[config.mk]
export PLATFORM = sky130hd
export DESIGN_NAME = osc_settle_timer
export DESIGN_NICKNAME = d
export VERILOG_FILES = /design/src/rtl/osw_pkg.sv /design/src/rtl/osw_sel_reg.sv /design/src/rtl/osw_edge.sv /design/src/rtl/osw_wait_ctr.sv /design/src/rtl/osc_settle_timer.sv
export SDC_FILE = /design/constraint.sdc
export NUM_CORES = 1
export LEC_CHECK = 0
export BUFFER_PORTS_ARGS = -buffer_cell sky130_fd_sc_hd__buf_2
export CORE_AREA = 2 2 70 72
export CTS_BUF_LIST = sky130_fd_sc_hd__clkbuf_4 sky130_fd_sc_hd__clkbuf_8
export DETAILED_ROUTE_END_ITERATION = 10
export DIE_AREA = 0 0 72 74
export GPL_ROUTABILITY_DRIVEN = 0
export PLACE_DENSITY_LB_ADDON = 0.2
export SYNTH_ARGS = -nofsm -noshare
export SYNTH_HDL_FRONTEND = slang
export SYNTH_SLANG_ARGS = --single-unit
[constraint.sdc]
create_clock -name clk -period 3.2 [get_ports clk]
set_clock_uncertainty 0.05 [all_clocks]
set_input_delay 0 -clock clk [delete_from_list [all_inputs] [get_ports clk]]
set_output_delay 0 -clock clk [all_outputs]
set_load 0.05 [all_outputs]
[src/rtl/osw_pkg.sv]
package osw_pkg;

  // Settling cycles for a select code: 2^(code-1) - 2, floor at zero.
  function automatic int unsigned settle_count(input logic [3:0] code);
    int unsigned k;
    k = int'(code);
    if (k <= 2) return 0;
    return (32'd1 << (k - 1)) - 32'd2;
  endfunction

endpackage

[src/rtl/osw_sel_reg.sv]
module osw_sel_reg #(
  parameter int SEL_W = 4,
  parameter logic [SEL_W-1:0] RST_CODE = '1
) (
  input  logic             clk,
  input  logic             rst_n,
  input  logic             we,
  input  logic             allow,
  input  logic [SEL_W-1:0] wdata,
  output logic [SEL_W-1:0] q,
  output logic             wr_accept
);
  assign wr_accept = we & allow;

  always_ff @(posedge clk or negedge rst_n) begin
    if (!rst_n)         q <= RST_CODE;
    else if (wr_accept) q <= wdata;
  end
endmodule

[src/rtl/osw_edge.sv]
module osw_edge (
  input  logic clk,
  input  logic rst_n,
  input  logic level,
  output logic rise
);
  logic level_q;

  always_ff @(posedge clk or negedge rst_n) begin
    if (!rst_n) level_q <= 1'b0;
    else        level_q <= level;
  end

  assign rise = level & ~level_q;
endmodule

[src/rtl/osw_wait_ctr.sv]
module osw_wait_ctr #(
  parameter int CNT_W = 14
) (
  input  logic             clk,
  input  logic             rst_n,
  input  logic             run_en,
  input  logic             start,
  input  logic [CNT_W-1:0] target,
  output logic             busy,
  output logic             done
);
  logic [CNT_W-1:0] cnt;
  logic [CNT_W-1:0] tgt;
  logic             at_end;

  assign at_end = (cnt == tgt);
  assign done   = busy & at_end & run_en & ~start;

  always_ff @(posedge clk or negedge rst_n) begin
    if (!rst_n) begin
      busy <= 1'b0;
      cnt  <= '0;
      tgt  <= '0;
    end else if (!run_en) begin
      busy <= 1'b0;
      cnt  <= '0;
    end else if (start) begin
      busy <= 1'b1;
      cnt  <= '0;
      tgt  <= target;
    end else if (busy) begin
      if (at_end) busy <= 1'b0;
      else        cnt  <= cnt + 1'b1;
    end
  end
endmodule

[src/rtl/osc_settle_timer.sv]
module osc_settle_timer #(
  parameter int SEL_W = 4,
  parameter int CNT_W = 14
) (
  input  logic             clk,
  input  logic             rst_n,
  input  logic             osc_en,
  input  logic             sel_we,
  input  logic [SEL_W-1:0] sel_wdata,
  output logic [SEL_W-1:0] sel_q,
  output logic             ready
);
  import osw_pkg::*;

  localparam logic [SEL_W-1:0] RST_CODE = {SEL_W{1'b1}};

  logic             start_evt;
  logic             done_evt;
  logic             busy;
  logic             wr_accept;
  logic             wr_allow;
  logic [CNT_W-1:0] target;

  assign wr_allow = ~osc_en | ready;
  assign target   = CNT_W'(settle_count(4'(sel_q)));

  osw_sel_reg #(.SEL_W(SEL_W), .RST_CODE(RST_CODE)) u_sel (
    .clk(clk), .rst_n(rst_n), .we(sel_we), .allow(wr_allow),
    .wdata(sel_wdata), .q(sel_q), .wr_accept(wr_accept)
  );

  osw_edge u_edge (
    .clk(clk), .rst_n(rst_n), .level(osc_en), .rise(start_evt)
  );

  osw_wait_ctr #(.CNT_W(CNT_W)) u_ctr (
    .clk(clk), .rst_n(rst_n), .run_en(osc_en), .start(start_evt),
    .target(target), .busy(busy), .done(done_evt)
  );

  always_ff @(posedge clk or negedge rst_n) begin
    if (!rst_n)                     ready <= 1'b0;
    else if (!osc_en || start_evt)  ready <= 1'b0;
    else if (done_evt)              ready <= 1'b1;
  end
endmodule

==> qor.yml <==
outcome:
  status: "finished clean"
logic_synthesis:
  synth.area.mux_share_pct: 4.36
  synthSimpleGateAreaFrac_pct: 25.7
  post_synth.cell_area_avg_um2: 8.88
  syn_area_mm2: 0.00218
  synthDistinctLibCells: 52
  synth_top_flop_cell: "dfrtp_1"
  synth-edff-count: 0
  synth_seq_area_share_pct: 40.3
  synthCells: 246
  synth_top_family_by_area: "simple AND/OR/NAND/NOR gates"
  synthArstFlopShare_pct: 100
  synth_nets: 258
  yosys_register_bits: 35
  yosysWarnings: 0
  synth_compound_area_share_pct: 13.2
  synth-adder-area-share_pct: 2.29
  yosys.area_share.xor_xnor_pct: 10.0
placed_design:
  placed_area_mm2: 0.00228
  pre_cts_slack_ps: 481
  hpwl_um: 3500
  portBuffers: 12
pwr:
  p_leak_nw: 1.07
  vdd_drop_max_mv: 0.277
  power_w: 0.00131
  cellPowerDensity_mw_per_mm2: 539
clock_network:
  cts-buffers-inserted: 5
  cts_buffer_depth: 2
  clkLatencyLatePin_ps: 290
  clkTransAtPathRegs_ps: 60
  cts_tree: "built"
  cts_resized: 0
  clockRootBuffer: "clkbuf_8"
  cts.sinks: 35
  cts_setup_buffers: 0
  htree_levels: 2
drt:
  wl_met3_um: 149
  drt_wl_total_um: 4750
  top_layer: "met4"
  postRouteAntennaNets: 0
  avgViaCountPerCell: 5.65
  drc: 0
  wl_met2_um: 2380
  dr.pass1.iters: 4
  vias: 1790
  wl_per_cell_um: 15.0
  drt_iter0_drc: 73
  drt-met1-wl_um: 2100
layout:
  syn_to_final_growth_pct: 11.1
  drive_gt1_share_pct: 12.9
  nFillCells: 427
  mostFrequentLayoutCells: "dfrtp_1 (31), nand2_1 (30), nor2_1 (25)"
  final_common_cell: "dfrtp_1"
  finish.instance_area_mm2: 0.00243
  n_antenna_cell: 0
  nets: 275
worst_setup_path:
  critical_path_class: "reg -> reg"
  cp.required_ps: 3320
  rr_worst_depth: 11
  arrival_ps: 2880
  timing.rr.end: "u_ctr.tgt[11]$_DFFE_PN0P_"
  critical_path.max_fanout: 15
  start_kind: "register"
  rrSetupSlack_ps: 440
  r2r_start: "u_sel.q[1]$_DFFE_PN1P_"
  crit_path_end_kind: "register"
min_path:
  hold_path.class: "in -> reg"
  hp-start: "sel_we"
  min_to: "u_sel.q[2]$_DFFE_PN1P_"
  hold_depth: 3
global_route:
  grt_pass1_wl_um: 8460
  grt_usage_pct: 20.9
  antenna_found_initial: 0
  grt_overflow: 0
  grt_max_degree: 36
  grt_pass1_vias: 1730
timing:
  drv_slew: 0
  max_clock_freq_ghz: 0.362
  tns_ps: 0
  hold_viol: 0
  tightest_slew_ps: 769
  slew_headroom_pct: 48.8
  fin_ws_ps: 441
  fin_crit_sh_pct: 86.2
  finalSetupViolations: 0
  period_minus_slack_ps: 2760
  holdWs_ps: 241
  rsz0062_at_grt: "no"
floorplanning:
  core_region_area_mm2: 0.00460
  die_h_um: 74
  boundaryPins: 13
  start_util_pct: 47.5
  dieArea_mm2: 0.00533
  rows: 25
  die_w_um: 72
flow_run:
  maxCapViolations: 0
==> logic make-up (layout without fill, tap and decap cells) <==
| group | after synthesis | after routing |
|---|---|---|
| and+or+nand+nor | 108 | 108 |
| AOI/OAI and AO/OA | 44 | 44 |
| DFF | 35 | 35 |
| xor gates and xnor gates | 25 | 25 |
| buffers and inverters | 21 | 38 |
| muxes | 9 | 9 |
| adders and majority gates | 4 | 4 |
==> critical path, stage by stage (launching register included) <==
cell and delay [ps]:
dfstp_2 670, inv_1 100, ha_1 340, inv_1 130, nand2_1 80, a211oi_1 270
and2_1 220, inv_1 50, ha_1 180, inv_1 140, nor4_4 90, o311ai_0 310
==> worst max path at each step <==
| stage | startpoint | end | slack [ps] | cells past startpoint |
|---|---|---|---|---|
| CTS | u_sel.q[1]$_DFFE_PN1P_ | u_ctr.tgt[11]$_DFFE_PN0P_ | 450 | 11 |
| detailed placement | u_sel.q[1]$_DFFE_PN1P_ | u_ctr.tgt[11]$_DFFE_PN0P_ | 480 | 10 |
| global placement | u_sel.q[1]$_DFFE_PN1P_ | u_ctr.tgt[11]$_DFFE_PN0P_ | 540 | 11 |
| global route | u_sel.q[1]$_DFFE_PN1P_ | u_ctr.tgt[5]$_DFFE_PN0P_ | 140 | 12 |
| floorplan | u_sel.q[0]$_DFFE_PN1P_ | u_ctr.tgt[11]$_DFFE_PN0P_ | 210 | 12 |
| finish | u_sel.q[1]$_DFFE_PN1P_ | u_ctr.tgt[11]$_DFFE_PN0P_ | 440 | 11 |
==> registers in the layout (all words and copies together) (netlist names) <==
signal          count
u_ctr.cnt          14
u_ctr.tgt          14
u_sel.q             4
ready               1
u_ctr.busy          1
u_edge.level_q      1
==> final cells by class <==
class | instances | area, µm² | share of cell area (%)
inverters | 11 | 41.3 | 1.70
clock inverters | 1 | 5.00 | 0.206
multi-input cells | 190 | 1210 | 50.0
flip-flops and latches | 35 | 881 | 36.3
well taps | 54 | 67.6 | 2.78
repair buffers | 20 | 135 | 5.57
clock buffers | 6 | 82.6 | 3.40
==> synthesized netlist by cell type, drive strengths merged, types with 6 or more instances <==
cell | number | share of area, %
nand2 | 31 | 5.4
a21oi | 9 | 2.1
o21ai | 14 | 3.4
nand4 | 7 | 2.3
xor2 | 22 | 8.8
buf | 7 | 1.7
inv | 11 | 1.9
dfrtp | 31 | 36
nor2 | 25 | 4.3
nor4 | 6 | 2.4
nand2b | 8 | 2.3
nand3 | 13 | 3.0
==> per-layer routing <==
| layer | global-route usage, % | vias to the layer above |
|---|---|---|
| met3 | 4.20 | 15 |
| met5 | 0 | - |
| li1 | - | 901 |
| met1 | 26.7 | 839 |
| met2 | 35.3 | 35 |
| met4 | 8.39 | 0 |
==> what timing repair did <==
action / CTS / global route
endpoints found under the setup margin: 0 / 0
hold buffers: 6 / 0
hold endpoints to repair: 37 / 0
==> metrics by stage <==
step	util, %	cells
2_1_floorplan	-	246
3_3_place_gp	49.6	304
3_5_place_dp	49.6	304
4_1_cts	52.8	317
5_1_grt	52.8	317
6_report	52.8	317
==> power breakdown <==
group          internal (W)  switching, W  leakage, nW
logic              0.000163      0.000246        0.576
clock network      0.000169      0.000151       0.0470
registers          0.000512     0.0000669        0.450
No activity file was read; power rests on OpenSTA's default activity.
